[src/rtl/wbr_pkg.sv]
package wbr_pkg;

  // Per-transfer control bits shared by every downstream slave.
  typedef struct packed {
    logic cyc;
    logic lock;
    logic we;
  } wbr_ctl_t;

  localparam wbr_ctl_t WBR_CTL_IDLE = '{cyc: 1'b0, lock: 1'b0, we: 1'b0};

endpackage

[src/rtl/wbr_index_decode.sv]
module wbr_index_decode #(
  parameter int SBITS = 2
) (
  input  logic [SBITS-1:0]      idx_i,
  input  logic                  en_i,
  output logic [(1<<SBITS)-1:0] hot_o
);
  localparam int NSLV = 1 << SBITS;

  for (genvar k = 0; k < NSLV; k++) begin : g_hot
    assign hot_o[k] = en_i && (idx_i == SBITS'(k));
  end

endmodule

[src/rtl/wbr_resp_mux.sv]
module wbr_resp_mux #(
  parameter int DW    = 32,
  parameter int SBITS = 2
) (
  input  logic [SBITS-1:0]           idx_i,
  input  logic [(1<<SBITS)*DW-1:0]   dat_i,
  input  logic [(1<<SBITS)-1:0]      ack_i,
  input  logic [(1<<SBITS)-1:0]      err_i,
  input  logic [(1<<SBITS)-1:0]      rty_i,
  input  logic [(1<<SBITS)-1:0]      stall_i,
  output logic [DW-1:0]              dat_o,
  output logic                       ack_o,
  output logic                       err_o,
  output logic                       rty_o,
  output logic                       stall_o
);
  localparam int NSLV = 1 << SBITS;

  logic [DW-1:0] slice [NSLV];

  for (genvar k = 0; k < NSLV; k++) begin : g_slice
    assign slice[k] = dat_i[k*DW +: DW];
  end

  always_comb begin
    dat_o   = slice[idx_i];
    ack_o   = ack_i[idx_i];
    err_o   = err_i[idx_i];
    rty_o   = rty_i[idx_i];
    stall_o = stall_i[idx_i];
  end

endmodule

[src/rtl/wbr_fwd_stage.sv]
module wbr_fwd_stage
  import wbr_pkg::*;
#(
  parameter int AW    = 32,
  parameter int DW    = 32,
  parameter int SELW  = 4,
  parameter int SBITS = 2
) (
  input  logic             clk,
  input  logic             rst_n,
  input  logic             load_i,
  input  wbr_ctl_t         ctl_i,
  input  logic             stb_i,
  input  logic [AW-1:0]    adr_i,
  input  logic [DW-1:0]    dat_i,
  input  logic [SELW-1:0]  sel_i,
  output wbr_ctl_t         ctl_q,
  output logic             stb_q,
  output logic [AW-1:0]    adr_q,
  output logic [DW-1:0]    dat_q,
  output logic [SELW-1:0]  sel_q,
  output logic [SBITS-1:0] idx_q
);
  localparam int LOW_W = AW - SBITS;

  wbr_ctl_t         ctl_n;
  logic             stb_n;
  logic [AW-1:0]    adr_n;
  logic [DW-1:0]    dat_n;
  logic [SELW-1:0]  sel_n;
  logic [SBITS-1:0] idx_n;

  // Next state: load everything on enable, keep the slave index unless a strobe is taken.
  always_comb begin
    ctl_n = ctl_q;
    stb_n = stb_q;
    adr_n = adr_q;
    dat_n = dat_q;
    sel_n = sel_q;
    idx_n = idx_q;
    if (load_i) begin
      ctl_n = ctl_i;
      stb_n = stb_i;
      adr_n = {{SBITS{1'b0}}, adr_i[LOW_W-1:0]};
      dat_n = dat_i;
      sel_n = sel_i;
      if (stb_i) idx_n = adr_i[AW-1 -: SBITS];
    end
  end

  always_ff @(posedge clk or negedge rst_n) begin
    if (!rst_n) begin
      ctl_q <= WBR_CTL_IDLE;
      stb_q <= 1'b0;
      adr_q <= '0;
      dat_q <= '0;
      sel_q <= '0;
      idx_q <= '0;
    end else begin
      ctl_q <= ctl_n;
      stb_q <= stb_n;
      adr_q <= adr_n;
      dat_q <= dat_n;
      sel_q <= sel_n;
      idx_q <= idx_n;
    end
  end

  // a stage that is not loaded keeps the pending strobe and address
  p_hold_on_stall_r7: assert property (@(posedge clk) disable iff (!rst_n)
    !load_i |=> ($stable(stb_q) && $stable(adr_q) && $stable(dat_q)));

  // the captured slave index moves only when a strobe is loaded
  p_index_sticky_r9: assert property (@(posedge clk) disable iff (!rst_n)
    !(load_i && stb_i) |=> $stable(idx_q));

endmodule

[src/rtl/wbr_router.sv]
module wbr_router
  import wbr_pkg::*;
#(
  parameter int AW    = 32,
  parameter int DW    = 32,
  parameter int SELW  = DW / 8,
  parameter int SBITS = 2
) (
  input  logic                     clk,
  input  logic                     rst_n,
  input  logic                     up_cyc_i,
  input  logic                     up_stb_i,
  input  logic                     up_lock_i,
  input  logic                     up_we_i,
  input  logic [AW-1:0]            up_adr_i,
  input  logic [DW-1:0]            up_dat_i,
  input  logic [SELW-1:0]          up_sel_i,
  output logic [DW-1:0]            up_dat_o,
  output logic                     up_ack_o,
  output logic                     up_err_o,
  output logic                     up_rty_o,
  output logic                     up_stall_o,
  output logic                     dn_cyc_o,
  output logic                     dn_lock_o,
  output logic [(1<<SBITS)-1:0]    dn_stb_o,
  output logic [AW-1:0]            dn_adr_o,
  output logic                     dn_we_o,
  output logic [DW-1:0]            dn_dat_o,
  output logic [SELW-1:0]          dn_sel_o,
  input  logic [(1<<SBITS)*DW-1:0] dn_dat_i,
  input  logic [(1<<SBITS)-1:0]    dn_ack_i,
  input  logic [(1<<SBITS)-1:0]    dn_err_i,
  input  logic [(1<<SBITS)-1:0]    dn_rty_i,
  input  logic [(1<<SBITS)-1:0]    dn_stall_i
);
  localparam int NSLV = 1 << SBITS;

  wbr_ctl_t         ctl_in;
  wbr_ctl_t         ctl_q;
  logic             stb_q;
  logic [SBITS-1:0] idx_q;
  logic             sel_stall;
  logic             load_en;

  assign ctl_in = '{cyc: up_cyc_i, lock: up_lock_i, we: up_we_i};

  // Upstream stall is the strobed slave's stall, with no register in between.
  assign up_stall_o = stb_q && sel_stall;
  assign load_en    = !up_stall_o;

  wbr_fwd_stage #(
    .AW(AW), .DW(DW), .SELW(SELW), .SBITS(SBITS)
  ) u_fwd (
    .clk    (clk),
    .rst_n  (rst_n),
    .load_i (load_en),
    .ctl_i  (ctl_in),
    .stb_i  (up_stb_i),
    .adr_i  (up_adr_i),
    .dat_i  (up_dat_i),
    .sel_i  (up_sel_i),
    .ctl_q  (ctl_q),
    .stb_q  (stb_q),
    .adr_q  (dn_adr_o),
    .dat_q  (dn_dat_o),
    .sel_q  (dn_sel_o),
    .idx_q  (idx_q)
  );

  wbr_index_decode #(.SBITS(SBITS)) u_dec (
    .idx_i (idx_q),
    .en_i  (stb_q),
    .hot_o (dn_stb_o)
  );

  wbr_resp_mux #(.DW(DW), .SBITS(SBITS)) u_mux (
    .idx_i   (idx_q),
    .dat_i   (dn_dat_i),
    .ack_i   (dn_ack_i),
    .err_i   (dn_err_i),
    .rty_i   (dn_rty_i),
    .stall_i (dn_stall_i),
    .dat_o   (up_dat_o),
    .ack_o   (up_ack_o),
    .err_o   (up_err_o),
    .rty_o   (up_rty_o),
    .stall_o (sel_stall)
  );

  assign dn_cyc_o  = ctl_q.cyc;
  assign dn_lock_o = ctl_q.lock;
  assign dn_we_o   = ctl_q.we;

  // at most one slave strobed
  p_onehot_strobe_r3: assert property (@(posedge clk) disable iff (!rst_n)
    $onehot0(dn_stb_o));

  // a raised strobe sits on the bit of the slave chosen by the captured index
  p_stb_at_index_r2: assert property (@(posedge clk) disable iff (!rst_n)
    (|dn_stb_o) |-> dn_stb_o[idx_q]);

  // no strobe outside a bus cycle
  p_cyc_covers_stb_r4: assert property (@(posedge clk) disable iff (!rst_n)
    (|dn_stb_o) |-> dn_cyc_o);

  // the slave index bits never reach the shared address
  p_upper_zero_r5: assert property (@(posedge clk) disable iff (!rst_n)
    dn_adr_o[AW-1 -: SBITS] == '0);

  // upstream stall only while a strobe is pending
  p_stall_needs_stb_r7: assert property (@(posedge clk) disable iff (!rst_n)
    up_stall_o |-> (|dn_stb_o));

endmodule

[config.mk]
export PLATFORM = sky130hd
export DESIGN_NAME = wbr_router
export DESIGN_NICKNAME = d
export VERILOG_FILES = /design/src/rtl/wbr_pkg.sv /design/src/rtl/wbr_index_decode.sv /design/src/rtl/wbr_resp_mux.sv /design/src/rtl/wbr_fwd_stage.sv /design/src/rtl/wbr_router.sv
export SDC_FILE = /design/constraint.sdc
export NUM_CORES = 1
export LEC_CHECK = 0
export BUFFER_PORTS_ARGS = -buffer_cell sky130_fd_sc_hd__clkbuf_2
export CAP_MARGIN = 20
export CORE_AREA = 5 5 126 128
export CTS_CLUSTER_DIAMETER = 60
export DETAILED_ROUTE_END_ITERATION = 10
export DIE_AREA = 0 0 131 133
export SYNTH_ARGS = -nofsm -noshare
export SYNTH_HDL_FRONTEND = slang
export SYNTH_SLANG_ARGS = --single-unit
[constraint.sdc]
create_clock -name clk -period 3.2 [get_ports clk]
set_input_delay 0.64 -clock clk [delete_from_list [all_inputs] [get_ports clk]]
set_output_delay 0.64 -clock clk [all_outputs]
set_load 0.005 [all_outputs]
==> summary.md, run 1 <==
| Metric | Value |
|---|---|
| Status | complete, no violations |
| Vias per inst | 4.46 |
| Slew Limit Headroom | 40.4% |
| Clock skew | 0.00573 ns |
| Fin. max-slew vios | 0 |
| CP Capture Type | output port |
| Cell depth of the worst flop-to-flop path | 4 |
| Yosys top cell area share | 49.3% |
| Count leader, synth | dfrtp_1 |
| Antenna violations before repair | 0 |
| Crit path kind | reg2out |
| Post-synth ARST share | 100% |
| Avg Inst Size Synth | 17.0 µm² |
| Clk Latency, worst-skew pair | 0.33 ns |
| CTS Root Cell | clkbuf_16 |
| Die Ht | 133 µm |
| Final Wtd Congestion | 0.960 |
| Area of the mapped netlist | 3660 µm² |
| Critical Path RT | 2.56 ns |
| TritonCTS Buffers | 9 |
| Port bufs | 326 |
| Post_cts resized | 0 |
| Worst-path clk slew | 0.06 ns |
| Routed WL per cell | 18.3 µm |
| CTS tree | yes |
| Worst hold path class | reg2reg |
| Cells after Synth | 215 |
| # Post-CTS Setup Buffers | 0 |
| Core region area | 14,800 µm² |
| Max capacitance violation total | 0 |
| Yosys warning total | 0 |
| RSZ-0062 raised after global routing | no |
| Die area | 17,400 µm² |
| Hold path depth | 1 |
| Top cells by count, synth | 72 x dfrtp_1, 67 x mux2_1, 35 x mux4_2 |
| Fin crit period | 2.77 ns |
| Clk sinks | 72 |
| Nets | 757 |
| Synth Flop Type | dfrtp_1 |
| Antenna-violating nets left | 0 |
| Crit path to | up_dat_o[22] |
| RR Endpoint | u_fwd.dat_q[18] |
| Synth cell types | 24 |
| H-tree lvl count | 3 |
| Setup crit start kind | register |
| Synth Register Bits | 72 |
| First-pass GRT wire length | 19.7 mm |
| Total routed wirelength | 13.4 mm |
| Vias in the first global route | 3,747 |
| Final setup viols | 0 |
| Fmax | 361 MHz |
| Setup_tns | 0 ns |
| Register area share after synthesis | 49.3% |
| CP Launch Point | u_fwd.idx_q[0] |
| Drc violations | 0 |
| Pwr/cell area | 682 nW/µm² |
| Peak supply drop | 251 µV |
| Initial Util | 24.8% |
| Final-report hold violation count | 0 |
| Total track usage | 14.6% |
| Num ports | 329 |
| Period utilization | 86.5% |
| Number of enable flip-flop cells after synthesis | 0 |
| Worst-margin pin slew | 0.893 ns |
| Pre-Repair DR Iteration Count | 5 |
| Share of cells above drive strength 1 | 70.7% |
| Arrival time worst endpoint | 2.13 ns |
| Final Util | 38.6% |
| Diode count | 0 |
| Vias | 3,263 |
| Largest net degree at the start of global routing | 73 |
| Finished Cell Area | 5700 µm² |
| Clk buf depth | 2 |
| Max FO, Critical Path | 26 |
| Detail Placement HPWL | 11.4 mm |
| Largest cells by area after synthesis | dfrtp_1 49%, mux4_2 22%, mux2_1 21%, buf_6 2.2%, o2bb2ai_4 0.75% |
| Starting DRT DRC Count | 100 |
| Global route overflow | 0 |
| Placed Area | 5440 µm² |
| Leak | 2.92 nW |
| Area delta synth->final | 55.8% |
| Die width | 131 µm |
| Worst R2R Start | u_fwd.idx_q[0] |
| Largest area contributor in the netlist | dfrtp_1 |
| Hold buffer count at CTS | 0 |
| Reg-to-reg setup timing slack | 0.79 ns |
| # rows | 45 |
==> per-stage QoR <==
step	instances	power, W	hold slack, ns	worst slack, ns
after floorplan	216	0.00231	0.344	1.14
after global placement	716	0.00302	0.474	0.765
after detailed placement	716	0.00305	0.480	0.755
after CTS	731	0.00397	0.492	0.382
after global routing	731	0.00413	0.496	0.274
final	731	0.00389	0.485	0.432
==> registers in the layout (all words and copies together), names as in the netlist <==
signal,count
u_fwd.stb_q,1
u_fwd.idx_q,2
u_fwd.ctl_q,3
u_fwd.dat_q,32
u_fwd.adr_q,30
u_fwd.sel_q,4
==> placed cells by master, fill, tap and decap left out <==
cell type  synthesis  final
clkbuf_2           0    325
dfrtp_1           72     71
mux2_1            67     67
mux4_2            35     35
clkbuf_16          0      9
clkbuf_1           4      4
buf_4              3      4
nand2_1            3      3
mux2i_1            2      2
inv_1              2      2
mux2_2             2      2
conb_1             1      2
nor2b_1            1      1
mux2_4             1      1
o2bb2ai_4          1      1
nor3_1             1      1
nor2_1             1      1
and2_1             1      1
and3_1             1      1
o22ai_1            1      1
a31o_2             1      1
or2_2              1      1
o21ai_0            1      1
o2bb2ai_1          1      1
clkbuf_8           0      1
clkinv_2           0      1
buf_2              5      1
buf_12             0      1
dfrtp_2            0      1
==> how the worst min path moves through the flow <==
stage                         from              to  slack, ns
finish              u_fwd.dat_q[8]  u_fwd.dat_q[8]       0.49
global route        u_fwd.dat_q[0]  u_fwd.dat_q[0]       0.50
CTS                 u_fwd.dat_q[8]  u_fwd.dat_q[8]       0.49
detailed placement  u_fwd.dat_q[8]  u_fwd.dat_q[8]       0.48
global placement    u_fwd.sel_q[1]  u_fwd.sel_q[1]       0.47
floorplan                    rst_n  u_fwd.adr_q[0]       0.34
==> routing by layer <==
layer  vias up  part of all wire, %  track usage, %
met5         -                    0               0
met4         0                  3.2            5.49
met3        29                   11            5.29
met2       189                   53            27.0
met1      1575                   33            14.7
li1       1470                    -               -
==> cell families (layout without fill, tap and decap cells) <==
family | Yosys count | count (layout) | synth area share [%]
multiplexers | 107 | 107 | 43.8
AND/OR/NAND/NOR | 9 | 9 | 1.23
flip-flops | 72 | 72 | 49.3
other | 1 | 2 | 0.103
buffers and inverters | 21 | 348 | 4.07
AO/OA/AOI/OAI | 5 | 5 | 1.54
==> layout make-up <==
class / instances / area (µm²)
multi-input cells: 123 / 1710
clock buffers: 14 / 254
fillers: 1470 / 9060
repair buffers: 331 / 1680
clock inverters: 1 / 5.00
inverters: 2 / 7.51
well taps: 188 / 235
flip-flops and latches: 72 / 1800
==> report_power, final <==
part / internal [W] / switching, W
combinational: 0.000917 / 0.000690
sequential: 0.00120 / 0.000199
clock: 0.000541 / 0.000343
total: 0.00265 / 0.00123
==> critical path, cell delays in order, from the launching register on <==
cell and delay (ns):
dfrtp_2 0.85, buf_12 0.26, mux4_2 0.53, clkbuf_2 0.14
(Power assumes the default switching activity.)
==> run 2: changes to the inputs <==
Settings changed: ABC_AREA set to 1, CORE_AREA 5 5 126 128 to 5 5 125 127, DIE_AREA 0 0 131 133 to 0 0 130 132.
Clock period 3.2 ns to 2.8 ns, I/O delays scaled along.
==> summary.md, run 2 <==
| Metric | Value |
|---|---|
| Clk buf depth | 2 |
| First-pass GRT wire length | 23.8 mm |
| CTS tree | yes |
| Max FO, Critical Path | 69 |
| Pre-Repair DR Iteration Count | 5 |
| Yosys top cell area share | 48.0% |
| Total routed wirelength | 16.2 mm |
| Worst-path clk slew | 0.06 ns |
| Final Util | 40.2% |
| RSZ-0062 raised after global routing | no |
| Clk sinks | 72 |
| Setup_tns | 0 ns |
| Vias per inst | 4.56 |
| Core region area | 14,300 µm² |
| Max reg flops | 32 |
| # Post-CTS Setup Buffers | 0 |
| Register area share after synthesis | 48.0% |
| Clock skew | 0.00835 ns |
| Largest regs | u_fwd.dat_q: 32 flops, u_fwd.adr_q: 30 flops, u_fwd.sel_q: 4 flops |
| RR Endpoint | u_fwd.idx_q[0] |
| Largest area contributor in the netlist | dfrtp_1 |
| Reg-to-reg setup timing slack | 0.73 ns |
| Largest net degree at the start of global routing | 74 |
| CP Capture Type | output port |
| Combinational power share | 49.4% |
| Net Switching | 0.00245 W |
| Slew Limit Headroom | 51.4% |
| Die width | 130 µm |
| Final-report hold violation count | 0 |
| Die Ht | 132 µm |
| Setup ws final | 0.380 ns |
| Die area | 17,200 µm² |
| Commonest non-fill, non-tap cells in the layout | 325 x clkbuf_2, 224 x nand2_1, 106 x nand3_1, 71 x dfrtp_1, 34 x a22oi_1 |
| Sw Ratio | 42.3% |
| Arrival time worst endpoint | 1.86 ns |
| Crit path kind | reg2out |
| Vias | 4,496 |
| Post-synth ARST share | 100% |
| Routed WL per cell | 16.4 µm |
| H-tree lvl count | 3 |
| Num ports | 329 |
| Pwr/cell area | 1010 nW/µm² |
| Top cells by count, synth | 225 x nand2_1, 106 x nand3_1, 72 x dfrtp_1 |
| Synth cell types | 16 |
| Starting DRT DRC Count | 238 |
| CP Launch Point | u_fwd.idx_q[1] |
| Critical Path RT | 2.24 ns |
| Synth Flop Type | dfrtp_1 |
| Final Wtd Congestion | 0.945 |
| Synth Register Bits | 72 |
| Detail Placement HPWL | 13.0 mm |
| Yosys warning total | 0 |
| Drc violations | 0 |
| Global route overflow | 0 |
| Initial Util | 26.2% |
| Fin crit period | 2.42 ns |
| Number of enable flip-flop cells after synthesis | 0 |
| Fin. max-slew vios | 0 |
| Worst hold path class | in2async |
| Area of the mapped netlist | 3750 µm² |
| Area delta synth->final | 53.5% |
| Post_cts resized | 0 |
| TritonCTS Buffers | 9 |
| Clock Power Share | 19.7% |
| CTS Root Cell | clkbuf_16 |
| Nets | 1,014 |
| Max capacitance violation total | 0 |
| Vias in the first global route | 4,460 |
| Cell depth of the worst flop-to-flop path | 10 |
| Period utilization | 86.4% |
| Setup WS pre-CTS | 0.702 ns |
| Antenna-violating nets left | 0 |
| Worst-margin pin slew | 0.730 ns |
| Peak supply drop | 573 µV |
| # rows | 44 |
| Status | complete, no violations |
| Cells after Synth | 490 |
| Setup crit start kind | register |
| Commonest non-fill, non-tap cell in the layout | clkbuf_2 |
| Sequential share of power | 30.8% |
| Port bufs | 326 |
| Final setup viols | 0 |
| Avg Inst Size Synth | 7.65 µm² |
| Share of cells above drive strength 1 | 44.4% |
| Count leader, synth | nand2_1 |
| Crit path to | up_dat_o[23] |
| Worst R2R Start | u_fwd.idx_q[0] |
| Total track usage | 17.9% |
| Largest cells by area after synthesis | dfrtp_1 48%, nand2_1 23%, nand3_1 14%, a22oi_1 6.8%, buf_2 3.2% |
| Leak | 3.36 nW |
| Int Power | 0.00334 W |
| Hold buffer count at CTS | 0 |
| Fmax | 413 MHz |
| Most flop-heavy register | u_fwd.dat_q |
| Clk Latency, worst-skew pair | 0.33 ns |
| Antenna violations before repair | 4 |
## run 2: stage by stage
step                      area, µm²  instances  hold slack (ns)  total power [W]
after detailed placement       5450        969            0.457          0.00472
after CTS                      5750        985            0.258          0.00589
final                          5760        987            0.232          0.00579
after floorplan                3750        491            0.264          0.00338
after global routing           5760        987            0.278          0.00624
after global placement         5450        969            0.454          0.00469
## run 2: power groups by stage
stage / logic [W] / clock network [W] / registers, W
after floorplan: 0.00160 / 0 / 0.00178
after global placement: 0.00289 / 0 / 0.00179
after detailed placement: 0.00293 / 0 / 0.00178
after CTS: 0.00293 / 0.00117 / 0.00179
after global routing: 0.00317 / 0.00122 / 0.00185
final: 0.00286 / 0.00114 / 0.00178
## run 2: final cells by class
cell class                      count  area (µm²)
Antenna cell                        2        5.00
Clock buffer                       11         243
Clock inverter                      5        56.3
Fill cell                        1572        8560
Inverter                            4        15.0
Multi-Input combinational cell    374        1680
Sequential cell                    72        1800
Tap cell                          184         230
Timing Repair Buffer              335        1720
## run 2: worst min path at each step
stage	endpoint	slack, ns
finish	u_fwd.adr_q[22]	0.23
floorplan	u_fwd.adr_q[0]	0.26
detailed placement	u_fwd.dat_q[14]	0.46
global placement	u_fwd.dat_q[19]	0.45
CTS	u_fwd.dat_q[1]	0.26
global route	u_fwd.adr_q[22]	0.28
## run 2: routing by layer
layer  vias to the layer above  global-route usage (%)  wire length, µm
li1                       2224                       -                -
met1                      1991                    20.5             6170
met2                       242                    29.3             7610
met3                        35                    6.56             1920
met4                         4                    8.26              496
met5                         -                       0               27
## run 2: cell families after synthesis
family	synth area share (%)
simple gates	37.7
flops	48.0
buf+inv	7.34
compound gates	6.81
other cells	0.100
## run 2: critical path, stage by stage (launching register included)
cell and delay, ns:
dfrtp_2 0.46, buf_4 0.57, nand3_1 0.16, nand4_1 0.13
clkbuf_2 0.20
==> run 3: changes to the inputs <==
Settings changed: REMOVE_ABC_BUFFERS set to 1.
==> summary.md, run 3 (synthesis gave the netlist of run 2 again) <==
| Metric | Value |
|---|---|
| Die width | 130 µm |
| Drc violations | 0 |
| Max reg flops | 32 |
| Vias in the first global route | 4,529 |
| H-tree lvl count | 3 |
| Antenna-violating nets left | 0 |
| Fin. max-slew vios | 0 |
| Worst-margin pin slew | 0.932 ns |
| # Post-CTS Setup Buffers | 0 |
| Clk Latency, worst-skew pair | 0.33 ns |
| Crit path kind | reg2out |
| Starting DRT DRC Count | 222 |
| Sequential Area | 1800 µm² |
| Critical path, cell by cell | inv_2 -> buf_4 -> nand2_1 -> nand2_1 -> nand2_1 -> nand2_1 -> nand2_2 -> inv_2 -> clkbuf_2 |
| Die area | 17,200 µm² |
| Crit path top cell by count | nand2_1 |
| Worst hold path class | in2async |
| Final Wtd Congestion | 0.892 |
| CTS Root Cell | clkbuf_16 |
| Tot Pwr | 0.00573 W |
| Number of fill cells | 1,566 |
| Pwr/cell area | 1000 nW/µm² |
| Clk sinks | 72 |
| Global route overflow | 0 |
| Area delta synth->final | 52.5% |
| Setup crit start kind | register |
| Critical Path RT | 2.24 ns |
| RSZ-0062 raised after global routing | no |
| Multi-input gate area | 1680 µm² |
| Total track usage | 18.4% |
| Clk buf depth | 2 |
| Share of cells above drive strength 1 | 44.5% |
| Antenna violations before repair | 1 |
| Final-report hold violation count | 0 |
| Num ports | 329 |
| Nets | 1,014 |
| Commonest non-fill, non-tap cells in the layout | 325 x clkbuf_2, 224 x nand2_1, 106 x nand3_1, 71 x dfrtp_1, 34 x a22oi_1 |
| Most flop-heavy register | u_fwd.dat_q |
| Peak supply drop | 462 µV |
| Max FO, Critical Path | 39 |
| # rows | 44 |
| Fmax | 416 MHz |
| Detail Placement HPWL | 13.3 mm |
| TritonCTS Buffers | 9 |
| Period utilization | 85.8% |
| Worst hold slack | 0.360 ns |
| Port bufs | 326 |
| Routed WL per cell | 16.8 µm |
| Slew Limit Headroom | 37.9% |
| Core region area | 14,300 µm² |
| Vias per inst | 4.58 |
| Post_cts resized | 0 |
| Clock skew | 0.00663 ns |
| First-pass GRT wire length | 24.7 mm |
| CTS tree | yes |
| Commonest non-fill, non-tap cell in the layout | clkbuf_2 |
| Critical path's largest stage delay | 0.46 ns |
| Largest regs | u_fwd.dat_q: 32 flops, u_fwd.adr_q: 30 flops, u_fwd.sel_q: 4 flops |
| Largest net degree at the start of global routing | 74 |
| Status | complete, no violations |
| CP Capture Type | output port |
| Final setup viols | 0 |
| Die Ht | 132 µm |
| Leak | 3.36 nW |
| Worst-path clk slew | 0.06 ns |
| Vias | 4,511 |
| Arrival time worst endpoint | 1.84 ns |
| Initial Util | 26.2% |
| Hold buffer count at CTS | 0 |
| Pre-Repair DR Iteration Count | 6 |
| Fin crit period | 2.40 ns |
| Slowest-stage cell, CP | dfrtp_1 |
| Max capacitance violation total | 0 |
| Total routed wirelength | 16.6 mm |
run 3: worst paths after layout:
kind	start	end	slack, ns	depth (start not counted)
worst min-delay path	rst_n	u_fwd.adr_q[22]	0.36	1
worst max-delay path	u_fwd.idx_q[0]	up_stall_o	0.40	9
min in group clk	up_adr_i[13]	u_fwd.adr_q[13]	0.43	3
worst min register to register	u_fwd.dat_q[25]	u_fwd.dat_q[25]	0.47	2
max in group asynchronous	rst_n	u_fwd.idx_q[1]	1.79	1
worst max register to register	u_fwd.idx_q[0]	u_fwd.dat_q[3]	0.70	11
run 3: layout make-up:
cell class              count  area share [%]
flip-flops and latches     72            31.5
multi-input cells         374            29.4
clock inverters             5           0.569
well taps                 184            4.03
repair buffers            335            30.0
clock buffers              10            4.18
inverters                   4           0.263
diodes                      2          0.0875
run 3: metal layers:
metal  wire, µm  track usage (%)  share of wire, %
met3       1920             6.89                12
met2       7880             30.6                48
met5          0                0                 0
met4        393             6.47               2.4
met1       6370             21.7                38
run 3: report_power, final:
part           internal, W  total, W  switching, W
Sequential         0.00150   0.00180      0.000304
Combinational      0.00113   0.00287       0.00174
Clock             0.000618   0.00105      0.000436
Total              0.00325   0.00573       0.00248
run 3: critical path, delay by kind of cell (launching register included):
family	cells	cell delay (ns)
simple gates	5	0.37
buf+inv	4	0.67
flops	1	0.46
run 3: per-stage QoR:
stage / area [µm²] / setup TNS, ns / std cells / setup slack [ns] / util [%]
after detailed placement: 5440 / 0 / 969 / 0.705 / 38.0
after global placement: 5440 / 0 / 969 / 0.701 / 38.0
final: 5720 / 0 / 986 / 0.399 / 39.9
after global routing: 5720 / 0 / 985 / 0.212 / 39.9
after CTS: 5710 / 0 / 984 / 0.352 / 39.9
after floorplan: 3490 / -95.72 / 450 / -1.46 / -
